--- src/rtl/smb_cfg_pkg.sv ---
package smb_cfg_pkg;

    typedef enum logic [2:0] {
        ST_IDLE,
        ST_ADDR,
        ST_INDEX,
        ST_COUNT,
        ST_WDATA,
        ST_RDATA,
        ST_WAIT
    } xfer_st_e;

    localparam int unsigned BANK_BYTES = 7;

    localparam logic [7:0] IDX_MODE  = 8'd0;
    localparam logic [7:0] IDX_EN    = 8'd1;
    localparam logic [7:0] IDX_STOP  = 8'd2;
    localparam logic [7:0] IDX_RSVD  = 8'd3;
    localparam logic [7:0] IDX_ID    = 8'd4;
    localparam logic [7:0] IDX_DEV   = 8'd5;
    localparam logic [7:0] IDX_CNT   = 8'd6;

    localparam logic [7:0] MODE_MASK = 8'hC0;

endpackage

--- src/rtl/smb_line_sync.sv ---
module smb_line_sync #(
    parameter int unsigned STAGES = 2
) (
    input  logic clk,
    input  logic rst_n,
    input  logic scl_raw,
    input  logic sda_raw,
    output logic scl_s,
    output logic sda_s,
    output logic scl_rise,
    output logic scl_fall,
    output logic start_ev,
    output logic stop_ev
);

    typedef struct packed {
        logic [STAGES-1:0] scl_ff;
        logic [STAGES-1:0] sda_ff;
        logic              scl_p;
        logic              sda_p;
    } sync_s;

    sync_s r_q, r_d;

    always_comb begin
        r_d        = r_q;
        r_d.scl_ff = {r_q.scl_ff[STAGES-2:0], scl_raw};
        r_d.sda_ff = {r_q.sda_ff[STAGES-2:0], sda_raw};
        r_d.scl_p  = r_q.scl_ff[STAGES-1];
        r_d.sda_p  = r_q.sda_ff[STAGES-1];
    end

    always_ff @(posedge clk or negedge rst_n) begin
        if (!rst_n) begin
            r_q <= '1;
        end else begin
            r_q <= r_d;
        end
    end

    assign scl_s    = r_q.scl_ff[STAGES-1];
    assign sda_s    = r_q.sda_ff[STAGES-1];
    assign scl_rise = scl_s & ~r_q.scl_p;
    assign scl_fall = ~scl_s & r_q.scl_p;
    // data edges only count as conditions while the clock stays high
    assign start_ev = scl_s & r_q.scl_p & r_q.sda_p & ~sda_s;
    assign stop_ev  = scl_s & r_q.scl_p & ~r_q.sda_p & sda_s;

endmodule

--- src/rtl/smb_cfg_bank.sv ---
module smb_cfg_bank
    import smb_cfg_pkg::*;
#(
    parameter int unsigned NUM_OUT   = 4,
    parameter logic [7:0]  DEV_CODE  = 8'h43,
    parameter logic [7:0]  ID_CODE   = 8'h11,
    parameter logic [7:0]  CNT_INIT  = 8'h07
) (
    input  logic               clk,
    input  logic               rst_n,
    input  logic               wr_en,
    input  logic [7:0]         wr_idx,
    input  logic [7:0]         wr_data,
    input  logic [7:0]         rd_idx,
    output logic [7:0]         rd_data,
    input  logic [NUM_OUT-1:0] oe_n,
    output logic [NUM_OUT-1:0] run,
    output logic               pd_hiz,
    output logic               stop_hiz
);

    localparam logic [7:0] OUT_MASK   = 8'((1 << NUM_OUT) - 1);
    localparam logic [7:0] MODE_INIT  = 8'h80;

    typedef struct packed {
        logic [7:0] mode;
        logic [7:0] en;
        logic [7:0] stp;
        logic [7:0] cnt;
    } bank_s;

    bank_s r_q, r_d;

    always_comb begin
        r_d = r_q;
        if (wr_en) begin
            unique case (wr_idx)
                IDX_MODE: r_d.mode = wr_data & MODE_MASK;
                IDX_EN:   r_d.en   = wr_data & OUT_MASK;
                IDX_STOP: r_d.stp  = wr_data & OUT_MASK;
                IDX_CNT:  r_d.cnt  = wr_data;
                default:  ;
            endcase
        end
    end

    always_ff @(posedge clk or negedge rst_n) begin
        if (!rst_n) begin
            r_q.mode <= MODE_INIT;
            r_q.en   <= OUT_MASK;
            r_q.stp  <= 8'h00;
            r_q.cnt  <= CNT_INIT;
        end else begin
            r_q <= r_d;
        end
    end

    always_comb begin
        unique case (rd_idx)
            IDX_MODE: rd_data = r_q.mode;
            IDX_EN:   rd_data = r_q.en;
            IDX_STOP: rd_data = r_q.stp;
            IDX_RSVD: rd_data = 8'h00;
            IDX_ID:   rd_data = ID_CODE;
            IDX_DEV:  rd_data = DEV_CODE;
            IDX_CNT:  rd_data = r_q.cnt;
            default:  rd_data = 8'h00;
        endcase
    end

    generate
        for (genvar g = 0; g < NUM_OUT; g++) begin : g_run
            assign run[g] = r_q.en[g] & (~r_q.stp[g] | ~oe_n[g]);
        end
    endgenerate

    assign pd_hiz   = r_q.mode[7];
    assign stop_hiz = r_q.mode[6];

endmodule

--- src/rtl/smb_proto.sv ---
module smb_proto
    import smb_cfg_pkg::*;
#(
    parameter logic [7:0] WR_ADDR = 8'hDC,
    parameter logic [7:0] RD_ADDR = 8'hDD
) (
    input  logic       clk,
    input  logic       rst_n,
    input  logic       scl_rise,
    input  logic       scl_fall,
    input  logic       start_ev,
    input  logic       stop_ev,
    input  logic       sda_s,
    input  logic [7:0] rd_data,
    output logic [7:0] rd_idx,
    output logic       wr_en,
    output logic [7:0] wr_idx,
    output logic [7:0] wr_data,
    output logic       sda_pull,
    output xfer_st_e   state_o
);

    localparam logic [3:0] BITS_FULL  = 4'd8;
    localparam logic [3:0] BITS_ACKED = 4'd9;

    typedef struct packed {
        xfer_st_e   st;
        logic [3:0] bits;
        logic       ack_ph;
        logic       host_ph;
        logic [7:0] shf;
        logic [7:0] idx;
        logic [7:0] rem;
        logic       pull;
    } proto_s;

    proto_s r_q, r_d;

    function automatic logic [7:0] idx_next(input logic [7:0] i);
        return (i == 8'hFF) ? i : i + 8'd1;
    endfunction

    always_comb begin
        r_d     = r_q;
        wr_en   = 1'b0;
        wr_idx  = r_q.idx;
        wr_data = r_q.shf;

        if (start_ev || stop_ev) begin
            r_d.st      = start_ev ? ST_ADDR : ST_IDLE;
            r_d.bits    = 4'd0;
            r_d.ack_ph  = 1'b0;
            r_d.host_ph = 1'b0;
            r_d.pull    = 1'b0;
        end else begin
            unique case (r_q.st)
                ST_ADDR, ST_INDEX, ST_COUNT, ST_WDATA: begin
                    if (r_q.ack_ph) begin
                        if (scl_fall) begin
                            r_d.ack_ph = 1'b0;
                            r_d.pull   = 1'b0;
                        end
                    end else if (scl_rise && r_q.bits != BITS_FULL) begin
                        r_d.shf  = {r_q.shf[6:0], sda_s};
                        r_d.bits = r_q.bits + 4'd1;
                    end else if (scl_fall && r_q.bits == BITS_FULL) begin
                        r_d.bits   = 4'd0;
                        r_d.ack_ph = 1'b1;
                        r_d.pull   = 1'b1;
                        unique case (r_q.st)
                            ST_ADDR: begin
                                if (r_q.shf == WR_ADDR) begin
                                    r_d.st = ST_INDEX;
                                end else if (r_q.shf == RD_ADDR) begin
                                    r_d.st = ST_RDATA;
                                end else begin
                                    r_d.st     = ST_WAIT;
                                    r_d.ack_ph = 1'b0;
                                    r_d.pull   = 1'b0;
                                end
                            end
                            ST_INDEX: begin
                                r_d.idx = r_q.shf;
                                r_d.st  = ST_COUNT;
                            end
                            ST_COUNT: begin
                                r_d.rem = r_q.shf;
                                r_d.st  = ST_WDATA;
                            end
                            default: begin
                                if (r_q.rem != 8'd0) begin
                                    wr_en   = 1'b1;
                                    r_d.rem = r_q.rem - 8'd1;
                                    r_d.idx = idx_next(r_q.idx);
                                end else begin
                                    r_d.st     = ST_WAIT;
                                    r_d.ack_ph = 1'b0;
                                    r_d.pull   = 1'b0;
                                end
                            end
                        endcase
                    end
                end
                ST_RDATA: begin
                    if (r_q.ack_ph) begin
                        // end of address acknowledge: put the count byte out
                        if (scl_fall) begin
                            r_d.ack_ph = 1'b0;
                            r_d.shf    = rd_data;
                            r_d.pull   = ~rd_data[7];
                            r_d.bits   = 4'd1;
                        end
                    end else if (r_q.host_ph) begin
                        if (scl_rise) begin
                            if (sda_s) begin
                                r_d.st      = ST_WAIT;
                                r_d.host_ph = 1'b0;
                            end else begin
                                r_d.bits = BITS_ACKED;
                            end
                        end else if (scl_fall && r_q.bits == BITS_ACKED) begin
                            r_d.host_ph = 1'b0;
                            r_d.shf     = rd_data;
                            r_d.pull    = ~rd_data[7];
                            r_d.bits    = 4'd1;
                            r_d.idx     = idx_next(r_q.idx);
                        end
                    end else if (scl_fall) begin
                        if (r_q.bits == BITS_FULL) begin
                            r_d.host_ph = 1'b1;
                            r_d.pull    = 1'b0;
                        end else begin
                            r_d.shf  = {r_q.shf[6:0], 1'b0};
                            r_d.pull = ~r_q.shf[6];
                            r_d.bits = r_q.bits + 4'd1;
                        end
                    end
                end
                default: ;
            endcase
        end
    end

    always_ff @(posedge clk or negedge rst_n) begin
        if (!rst_n) begin
            r_q <= '{st: ST_IDLE, bits: 4'd0, ack_ph: 1'b0, host_ph: 1'b0,
                     shf: 8'h00, idx: 8'h00, rem: 8'h00, pull: 1'b0};
        end else begin
            r_q <= r_d;
        end
    end

    assign rd_idx   = (r_q.st == ST_RDATA && r_q.ack_ph) ? IDX_CNT : r_q.idx;
    assign sda_pull = r_q.pull;
    assign state_o  = r_q.st;

endmodule

--- src/rtl/smb_cfg_target.sv ---
module smb_cfg_target
    import smb_cfg_pkg::*;
#(
    parameter int unsigned NUM_OUT     = 4,
    parameter int unsigned SYNC_STAGES = 2,
    parameter logic [7:0]  WR_ADDR     = 8'hDC,
    parameter logic [7:0]  DEV_CODE    = 8'h43,
    parameter logic [7:0]  ID_CODE     = 8'h11,
    parameter logic [7:0]  CNT_INIT    = 8'h07
) (
    input  logic               clk,
    input  logic               rst_n,
    input  logic               scl_in,
    input  logic               sda_in,
    output logic               sda_pull,
    input  logic [NUM_OUT-1:0] oe_n,
    output logic [NUM_OUT-1:0] run,
    output logic               pd_hiz,
    output logic               stop_hiz
);

    localparam logic [7:0] RD_ADDR = WR_ADDR | 8'h01;

    logic       scl_s, sda_s, scl_rise, scl_fall, start_ev, stop_ev;
    logic       wr_en;
    logic [7:0] wr_idx, wr_data, rd_idx, rd_data;
    xfer_st_e   xfer_state;

    smb_line_sync #(
        .STAGES   (SYNC_STAGES)
    ) u_sync (
        .clk      (clk),
        .rst_n    (rst_n),
        .scl_raw  (scl_in),
        .sda_raw  (sda_in),
        .scl_s    (scl_s),
        .sda_s    (sda_s),
        .scl_rise (scl_rise),
        .scl_fall (scl_fall),
        .start_ev (start_ev),
        .stop_ev  (stop_ev)
    );

    smb_proto #(
        .WR_ADDR  (WR_ADDR),
        .RD_ADDR  (RD_ADDR)
    ) u_proto (
        .clk      (clk),
        .rst_n    (rst_n),
        .scl_rise (scl_rise),
        .scl_fall (scl_fall),
        .start_ev (start_ev),
        .stop_ev  (stop_ev),
        .sda_s    (sda_s),
        .rd_data  (rd_data),
        .rd_idx   (rd_idx),
        .wr_en    (wr_en),
        .wr_idx   (wr_idx),
        .wr_data  (wr_data),
        .sda_pull (sda_pull),
        .state_o  (xfer_state)
    );

    smb_cfg_bank #(
        .NUM_OUT  (NUM_OUT),
        .DEV_CODE (DEV_CODE),
        .ID_CODE  (ID_CODE),
        .CNT_INIT (CNT_INIT)
    ) u_bank (
        .clk      (clk),
        .rst_n    (rst_n),
        .wr_en    (wr_en),
        .wr_idx   (wr_idx),
        .wr_data  (wr_data),
        .rd_idx   (rd_idx),
        .rd_data  (rd_data),
        .oe_n     (oe_n),
        .run      (run),
        .pd_hiz   (pd_hiz),
        .stop_hiz (stop_hiz)
    );

endmodule

--- config.mk ---
export PLATFORM = sky130hd
export DESIGN_NAME = smb_cfg_target
export DESIGN_NICKNAME = d
export VERILOG_FILES = /design/src/rtl/smb_cfg_pkg.sv /design/src/rtl/smb_line_sync.sv /design/src/rtl/smb_cfg_bank.sv /design/src/rtl/smb_proto.sv /design/src/rtl/smb_cfg_target.sv
export SDC_FILE = /design/constraint.sdc
export NUM_CORES = 1
export LEC_CHECK = 0
export ABC_AREA = 1
export BUFFER_PORTS_ARGS = -buffer_cell sky130_fd_sc_hd__buf_2
export CAP_MARGIN = 20
export CORE_AREA = 2 2 129 131
export DETAILED_ROUTE_END_ITERATION = 8
export DIE_AREA = 0 0 131 133
export PLACE_DENSITY = 0.49
export RECOVER_POWER = 50
export REMOVE_ABC_BUFFERS = 1
export SLEW_MARGIN = 30
export SYNTH_ARGS = -nofsm -noshare
export SYNTH_HDL_FRONTEND = slang
export SYNTH_SLANG_ARGS = --single-unit
--- constraint.sdc ---
create_clock -name clk -period 2.65 [get_ports clk]
set_clock_uncertainty 0.2 [all_clocks]
set_input_delay 0.53 -clock clk [delete_from_list [all_inputs] [get_ports clk]]
set_output_delay 0.53 -clock clk [all_outputs]
set_load 0.01 [all_outputs]
# == Yosys cells after proc, flatten, opt, wreduce, memory -nomap -nowiden ==
# Index checks and enable logic that the tools add are counted.
# totals
register_bits,58
latchBits,0
ramBits,0
romBits,0
input_bits,8
output_inout_bits,7
elab_cells,207
memories,0
# op_classes
n_addsub,3
multipliers,0
div,0
order_cmp,0
n_eq_ne,54
shift,0
muxes,73
bitwise_logic,33
reduce_logical,28
# op_table
cell,count
$mux 8,9
$mux 17,3
$pmux 8 s2,3
$pmux 8 s6,1
$eq 8x3->1 const B,4
$mux 16,2
$mux 4,8
$pmux 16 s2,1
$mux 1,29
$mux 9,3
$eq 8x8->1 const B,3
$mux 24,1
$mux 3,7
$not 1->1,18
$reduce_and 9->1,2
$eq 8x1->1 const B,2
$eq 8x2->1 const B,2
$logic_not 8->1,2
$reduce_and 8->1,2
$ne 3x1->1 const B,5
$ne 2x2->1 const B,6
$ne 4x1->1 const B,3
$ne 4x3->1 const B,3
$and 1x1->1,11
35 further kinds,61

# == Longest topological paths before layout ==
# Gate-level depths: netlist (run 1).
# depth
word_depth,12
ltp_mapped,13
depth_no_buf,12

# == Hierarchy ==
# A second synthesis (run 1) with hierarchy kept.
# hier_totals
cells_unflattened,690
area_unflattened_um2,4483.0
# modules_own_cells
module,n_inst,cells_per_inst,area_per_inst_um2,seq_area_each_um2
smb_proto,1,515,3129.3,850.8
smb_cfg_bank,1,158,1154.9,460.4
smb_line_sync,1,17,198.9,157.7

# == Least setup slack after synthesis (run 1) ==
# No wires, ideal clock.
# synth_path
path_kind,register -> register
start,register u_proto.r_q[27] (netlist bit)
end,register u_proto.r_q (netlist bit u_proto.wr_idx[6])
setup_time_ns,0.118
arrival_time_ns,1.698
t_required_ns,2.332
setup_slack_ns,0.635
stages_incl_launch_ff,12
n_path_buf,0
synth_period_minus_slack_ns,2.015
cell_sequence,dfrtp_1 > inv_1 > ha_1 > nand3_1 > nor2_4 > inv_2 > nand2_1 > o21ai_2 > nor3_4 > nand2_4 > nand2_1 > o21ai_2
# synth_via
elab_chain_len,4
elab_cells_between_ends,10
cone_classes,eq/ne: 6; reduce/logical: 4
# synth_lines
item,line_no,source
start: declaration,smb_proto.sv:37,"proto_s r_q, r_d;"
start signal: assignment,smb_proto.sv:146,"r_q <= '{st: ST_IDLE, bits: 4'd0, ack_ph: 1'b0, host_ph: 1'b0,"
start signal: assignment,smb_proto.sv:149,r_q <= r_d;
$eq 4x4->1 (tied with other cells),smb_proto.sv:121,end else if (scl_fall && r_q.bits == BITS_ACKED) begin
"$logic_and 1x1->1, on equally long branches","smb_proto.sv:121, smb_proto.sv:63, smb_proto.sv:66",
$ne 2x1->1 (no line) / $ne 2x2->1 (equally long branches),-,
$reduce_and 11->1 (no line) (*),-,
# Mark *: on every way between the ends. The rest lies on a longest branch, timed or not.
# A chain may end at the register's enable or synchronous reset.

# == Final worst setup path (run 1) ==
# layout_path
start,register u_proto.r_q[27] (netlist bit)
end,register u_proto.r_q[4] (netlist bit)
# layout_via
elab_chain_len,4
elab_cells_between_ends,6
cone_classes,eq/ne: 2; bitwise: 1; reduce/logical: 3
# layout_lines
item,line_no,source
$ne 4x4->1,smb_proto.sv:63,end else if (scl_rise && r_q.bits != BITS_FULL) begin
$logic_and 1x1->1,smb_proto.sv:63,
$not 1->1 (no line),-,
$reduce_and 7->1 (no line) (*),-,
# Marked as above.

==> flow_summary.toml, run 1 <==
[clock_network]
h-tree-depth = 3
post-cts-setup-buffers = 0
cts_root_buf = "clkbuf_16"
cts_sinks = 58
insertion_delay_ps = 330
cts_hold_buf = 0
cts_tree = "built"
cts_resized = 0
clk_pin_slew_worst_paths_ps = 60
cts_buffer_depth = 2
cts_buffers = 9

[global_routing]
antenna_found_initial = 0
grt_pass1_vias = 3754
gr-usage-all-layers = 0.136
grt_max_degree = 35
grt.overflow.total = 0
grt_pass1_wl_mm = 18.7

[floorplan]
rows = 47
die-area_mm2 = 0.0174
die_w_um = 131
start_util = 0.243
die_h_um = 133
ios = 15
coreArea_mm2 = 0.0162

[sta]
grt_setup_unrepaired = "false"
final.period_utilization = 0.905
hold_violations = 0
tightest_slew_ps = 1910
fin_ws_ps = 253
fmax_mhz = 417
slew_violations = 35
setup_tns_ps = 0
finalWorstPathRequiredPeriod_ps = 2400
relSlewSlack = -0.270
setup_violations = 0

[routing]
drc = 0
drtPass1Iterations = 5
wl_mm = 11.1
initialDrtViolationCount = 308
via_per_inst = 4.59
routedWlPerCell_um = 13.5
vias = 3775
postRouteAntennaNets = 0

[setup_path]
reg2reg_from = "u_proto.r_q[27]"
critPathSlowestCell = "dfrtp_1"
crit_chain = "inv_1 > ha_1 > nand3_1 > nor2_4 > nand2_4 > inv_1 > nand2_1 > inv_1 > o21ai_0 > a22oi_1"
end_kind = "flip-flop"
timing.rr.end = "u_proto.r_q[4]"
r2r_slack_ps = 250
worstPathArrival_ps = 2440
rr_worst_depth = 10
cp_common_cell = "inv_1"
cpPeakStageDelay_ps = 420
crit_fanout = 11
worstSetupPathType = "flip-flop to flip-flop"
critical_path_required_ps = 2700
cp_top_family = "simple AND/OR/NAND/NOR gates"
timing.critical_path.buf_inv = 3
cp-start-kind = "flip-flop"

[cells_and_area]
area_growth_pct = 17.7
final_area_mm2 = 0.00462
diodes = 0
drive_gt1_frac = 0.120
post-route-util = 0.286
nets = 614

[logic_synthesis]
syn-instance-count = 573
ys_seq_elements = 58
yosysWarnings = 0
yosysTopAreaCellShare = 0.280
ys_seq_area_frac = 0.374
synth_top_area_cell = "dfrtp_1"
synth_flop_cell = "dfrtp_1"
netlist_area_mm2 = 0.00393
synth_edf_count = 0
synthTopCellsByArea = "dfrtp_1, nand2_1, dfstp_2, o21ai_0, nand3_1"
ys_types = 38
async_flop_share = 1.00
postSynthAreaPerCell_um2 = 6.85

[place]
place_area_mm2 = 0.00429
gp_congestion = 0.933
dp_slack_ps = 280
dp_hpwl_mm = 8.30
portBuffers = 14

[power_and_ir_drop]
p_comb_frac = 0.417
vdd_ir_drop_max_uv = 353
power.net_switching_uw = 1940
p_leak_uw = 0.00227
total_power_uw = 4470
switching_share = 0.434
clock_power_share = 0.304
p_int_uw = 2530
pwr-share-seq = 0.279
power_density_mw_per_mm2 = 967

[min_path]
min_from = "sda_in"
hold_class = "input pin to flip-flop"
hold_depth = 1
whs_endpoint = "u_sync.r_d[3]"

[status]
status = "finished, violations left"
violations = "max-capacitance violations, max-slew violations"

[job]
maxCapViolCount = 1
-- area by class of cell --
cell class,instances,area [um2]
clock buffer,9,225
clock inverter,7,116
fill,1769,11500
inverter,62,233
multi-input combinational,441,2160
sequential,58,1470
tap,220,275
timing repair buffer,25,144
-- worst max-delay path by stage --
stage	from	endpoint	slack [ps]	depth (start not counted)
floorplan	u_proto.state_o[1]	u_proto.wr_data[4]	630	10
global placement	u_proto.r_q[27]	u_proto.r_q[4]	360	10
detailed placement	u_proto.r_q[27]	u_proto.r_q[4]	280	10
CTS	u_proto.r_q[27]	u_proto.r_q[4]	270	10
global route	rst_n	u_proto.r_q[30]	20	2
finish	u_proto.r_q[27]	u_proto.r_q[4]	250	10
-- logic make-up after synthesis --
group,count (synthesis),synth area share
flops,58,0.374
buf+inv,74,0.0755
simple gates,322,0.359
xor+xnor,9,0.0201
fa+ha+maj,9,0.0287
compound gates,101,0.142
-- synth_stat cells (5+ instances only) --
cell,instances
o21ai_0,61
ha_1,9
nor3_1,11
xor2_1,5
a21oi_1,16
dfstp_2,14
nor2_1,62
nand4_1,12
dfrtp_1,44
nand2_1,166
buf_2,6
nand3_1,53
inv_1,59
-- power groups by stage --
stage	Sequential (uW)	Combinational (uW)	Clock, uW
after CTS	1240	1860	1390
after global routing	1270	2130	1430
after detailed placement	1260	1850	0
after floorplan	1200	1360	0
after global placement	1260	1860	0
final	1250	1870	1360
-- cells in the final DEF (no fill, tap or decap), types with 2 or more instances in the layout --
master,Yosys,routed
clkbuf_16,0,9
xnor2_1,4,4
a21boi_0,4,4
dfrtp_1,44,44
o21ai_2,4,4
o21ai_0,61,61
a21oi_1,16,16
o21ai_1,4,4
o211ai_1,2,2
bufinv_16,0,3
xor2_1,5,5
inv_1,59,59
nand3_1,53,53
dfstp_2,14,12
nor3_1,11,11
inv_2,3,3
nor2_1,62,62
buf_4,1,9
nand3_2,4,4
dfstp_1,0,2
nand2_1,166,166
clkinv_2,0,2
ha_1,9,9
nor2_2,2,2
nand2_4,2,2
nand4_1,12,12
o21a_1,2,2
buf_2,6,13
o22ai_1,3,3
nand3b_1,2,2
nor2_4,2,2
nand2_2,2,2
clkbuf_1,4,3
and2_1,2,2
-- layer usage --
| layer | GRT usage | part of all wire | up-vias |
|---|---|---|---|
| met5 | 0 | 0 | - |
| met4 | 0.0544 | 0.020 | 0 |
| met3 | 0.0315 | 0.053 | 21 |
| met2 | 0.206 | 0.44 | 116 |
| met1 | 0.188 | 0.49 | 1717 |
| li1 | - | - | 1921 |
-- stage by stage --
step | hold WS (ps) | std cells
final | 98.8 | 822
after global routing | 89.1 | 822
after CTS | 4.55 | 822
after detailed placement | 148 | 806
after global placement | 150 | 806
after floorplan | 34.4 | 561
-- state kept, by name (all words and copies together) (netlist names) --
register,cells
u_bank.r_q,16
u_proto.r_q,14
u_proto.wr_data,8
u_proto.wr_idx,8
u_proto.state_o,3
u_sync.r_d,2
u_sync.r_q,2
u_bank.pd_hiz,1
u_bank.stop_hiz,1
u_proto.sda_pull,1
u_sync.scl_s,1
u_sync.sda_s,1
(Power assumes the default switching activity.)
==> run 2, diff against run 1 <==
Settings changed: CORE_AREA 2 2 129 131 to 2 2 83 85, DIE_AREA 0 0 131 133 to 0 0 85 87, PLACE_DENSITY 0.49 to 0.88.
==> run 2 against run 1 <==
The flow now finishes without violations. Flip-flop and latch count unchanged. Worst setup slack worse by 51 ps. First-iteration DRC count grew 66%. Sequential share of layout area grew 2.4 points. Count of clock-buffer cells in the layout is the same. Die area down 58%. Final cell count is 18% lower. Largest power group unchanged.
==> flow_summary.toml, run 2 (synthesis results as in run 1) <==
[setup_path]
cpPeakStageDelay_ps = 580
cp-start-kind = "flip-flop"
cp_top_family = "simple AND/OR/NAND/NOR gates"
worstPathArrival_ps = 2530
crit_fanout = 11
timing.critical_path.buf_inv = 1
crit_chain = "ha_1 > nand2_1 > nor3_1 > nand3_1 > inv_1 > nor2_1 > a21oi_1 > nand3_1 > nand2_1"
critPathSlowestCell = "dfrtp_1"
worstSetupPathType = "flip-flop to flip-flop"
critical_path_required_ps = 2730
end_kind = "flip-flop"

[cells_and_area]
fillers = 566
top_register = "u_bank.r_q"
area_growth_pct = 9.53
final_area_mm2 = 0.00430
reg.largest.list = "u_bank.r_q: 16 flops, u_proto.r_q: 14 flops"
nets = 610
post-route-util = 0.655
largest_reg_flops = 16
instances_no_fill = 678
most-common-layout-cells = "nand2_1, nor2_1, o21ai_0"
final_common_cell = "nand2_1"
diodes = 0
drive_gt1_frac = 0.119

[floorplan]
die_w_um = 85
ios = 15
die-area_mm2 = 0.00740
die_h_um = 87
start_util = 0.598
rows = 30
coreArea_mm2 = 0.00657

[power_and_ir_drop]
p_leak_uw = 0.00220
power.net_switching_uw = 1910
p_comb_frac = 0.459
vdd_ir_drop_max_uv = 604
pwr-share-seq = 0.314
total_power_uw = 4040
power_density_mw_per_mm2 = 938
switching_share = 0.473
p_int_uw = 2130
clock_power_share = 0.226

[global_routing]
gr-usage-all-layers = 0.294
grt_pass1_wl_mm = 17.4
grt_max_degree = 59
grt_pass1_vias = 3704
grt.overflow.total = 0
antenna_found_initial = 0

[routing]
vias = 4074
routedWlPerCell_um = 15.5
drc = 0
wl_mm = 10.5
via_per_inst = 6.01
drtPass1Iterations = 9
initialDrtViolationCount = 510
postRouteAntennaNets = 0

[clock_network]
h-tree-depth = 3
cts_tree = "built"
post-cts-setup-buffers = 0
cts_sinks = 58
cts_root_buf = "clkbuf_8"
cts_hold_buf = 0
clk_pin_slew_worst_paths_ps = 70
cts_resized = 0
cts_buffer_depth = 2
cts_buffers = 9
insertion_delay_ps = 350

[status]
status = "complete, no violations"

[sta]
setup_tns_ps = 0
tightest_slew_ps = 1390
grt_setup_unrepaired = "false"
relSlewSlack = 0.0703
slew_violations = 0
final.period_utilization = 0.924
hold_violations = 0
finalWorstPathRequiredPeriod_ps = 2450
fmax_mhz = 408
setup_violations = 0

[place]
dp_hpwl_mm = 7.62
dp.cells = 662
portBuffers = 14
gp_congestion = 1.13
place_area_mm2 = 0.00409

[job]
maxCapViolCount = 0

[min_path]
hold_class = "input pin to flip-flop"
==> run 2: changes by cell type in the layout (fill, tap and decap cells not counted), moves of 3 or more <==
cell	previous run	this run
clkbuf_8	0	9
clkbuf_16	9	0
clkbuf_1	3	0
buf_4	9	6
==> run 2: power by group through the flow <==
stage	sequential [uW]	combinational (uW)	clock, uW
after detailed placement	1270	1790	0
after floorplan	1200	1360	0
after global placement	1260	1730	0
final	1270	1850	914
after CTS	1260	1810	920
after global routing	1280	2090	962
==> run 2: stage by stage <==
step                      hold WS, ps  worst slack (ps)
after detailed placement          148               273
final                            78.9               201
after global placement            147               446
after global routing             66.7              64.8
after CTS                        69.8               258
after floorplan                  34.4               629
==> run 2: layer usage <==
metal,vias up,track usage,part of all wire
li1,1919,-,-
met1,1864,0.385,0.41
met2,244,0.478,0.46
met3,47,0.0588,0.094
met4,0,0.124,0.031
met5,-,0,0
==> run 2: final timing paths <==
kind	end	from	depth (start not counted)	slack, ps
min in group asynchronous	u_bank.r_q[11]	rst_n	2	370
setup reg to reg	u_proto.wr_idx[7]	u_proto.wr_idx[0]	9	200
hold reg to reg	u_sync.scl_s	u_sync.r_d[5]	0	160
setup / recovery	u_proto.wr_idx[7]	u_proto.wr_idx[0]	9	200
max in group asynchronous	u_proto.wr_idx[0]	rst_n	2	1010
hold / removal	u_sync.r_d[5]	scl_in	1	80
==> run 2: area by class of cell <==
type,count,area (um2),share of cell area
timing repair buffer,21,120,0.0279
multi-input combinational,441,2160,0.503
sequential,58,1470,0.341
inverter,62,233,0.0541
clock buffer,9,124,0.0288
tap,80,100,0.0233
clock inverter,7,93.8,0.0218
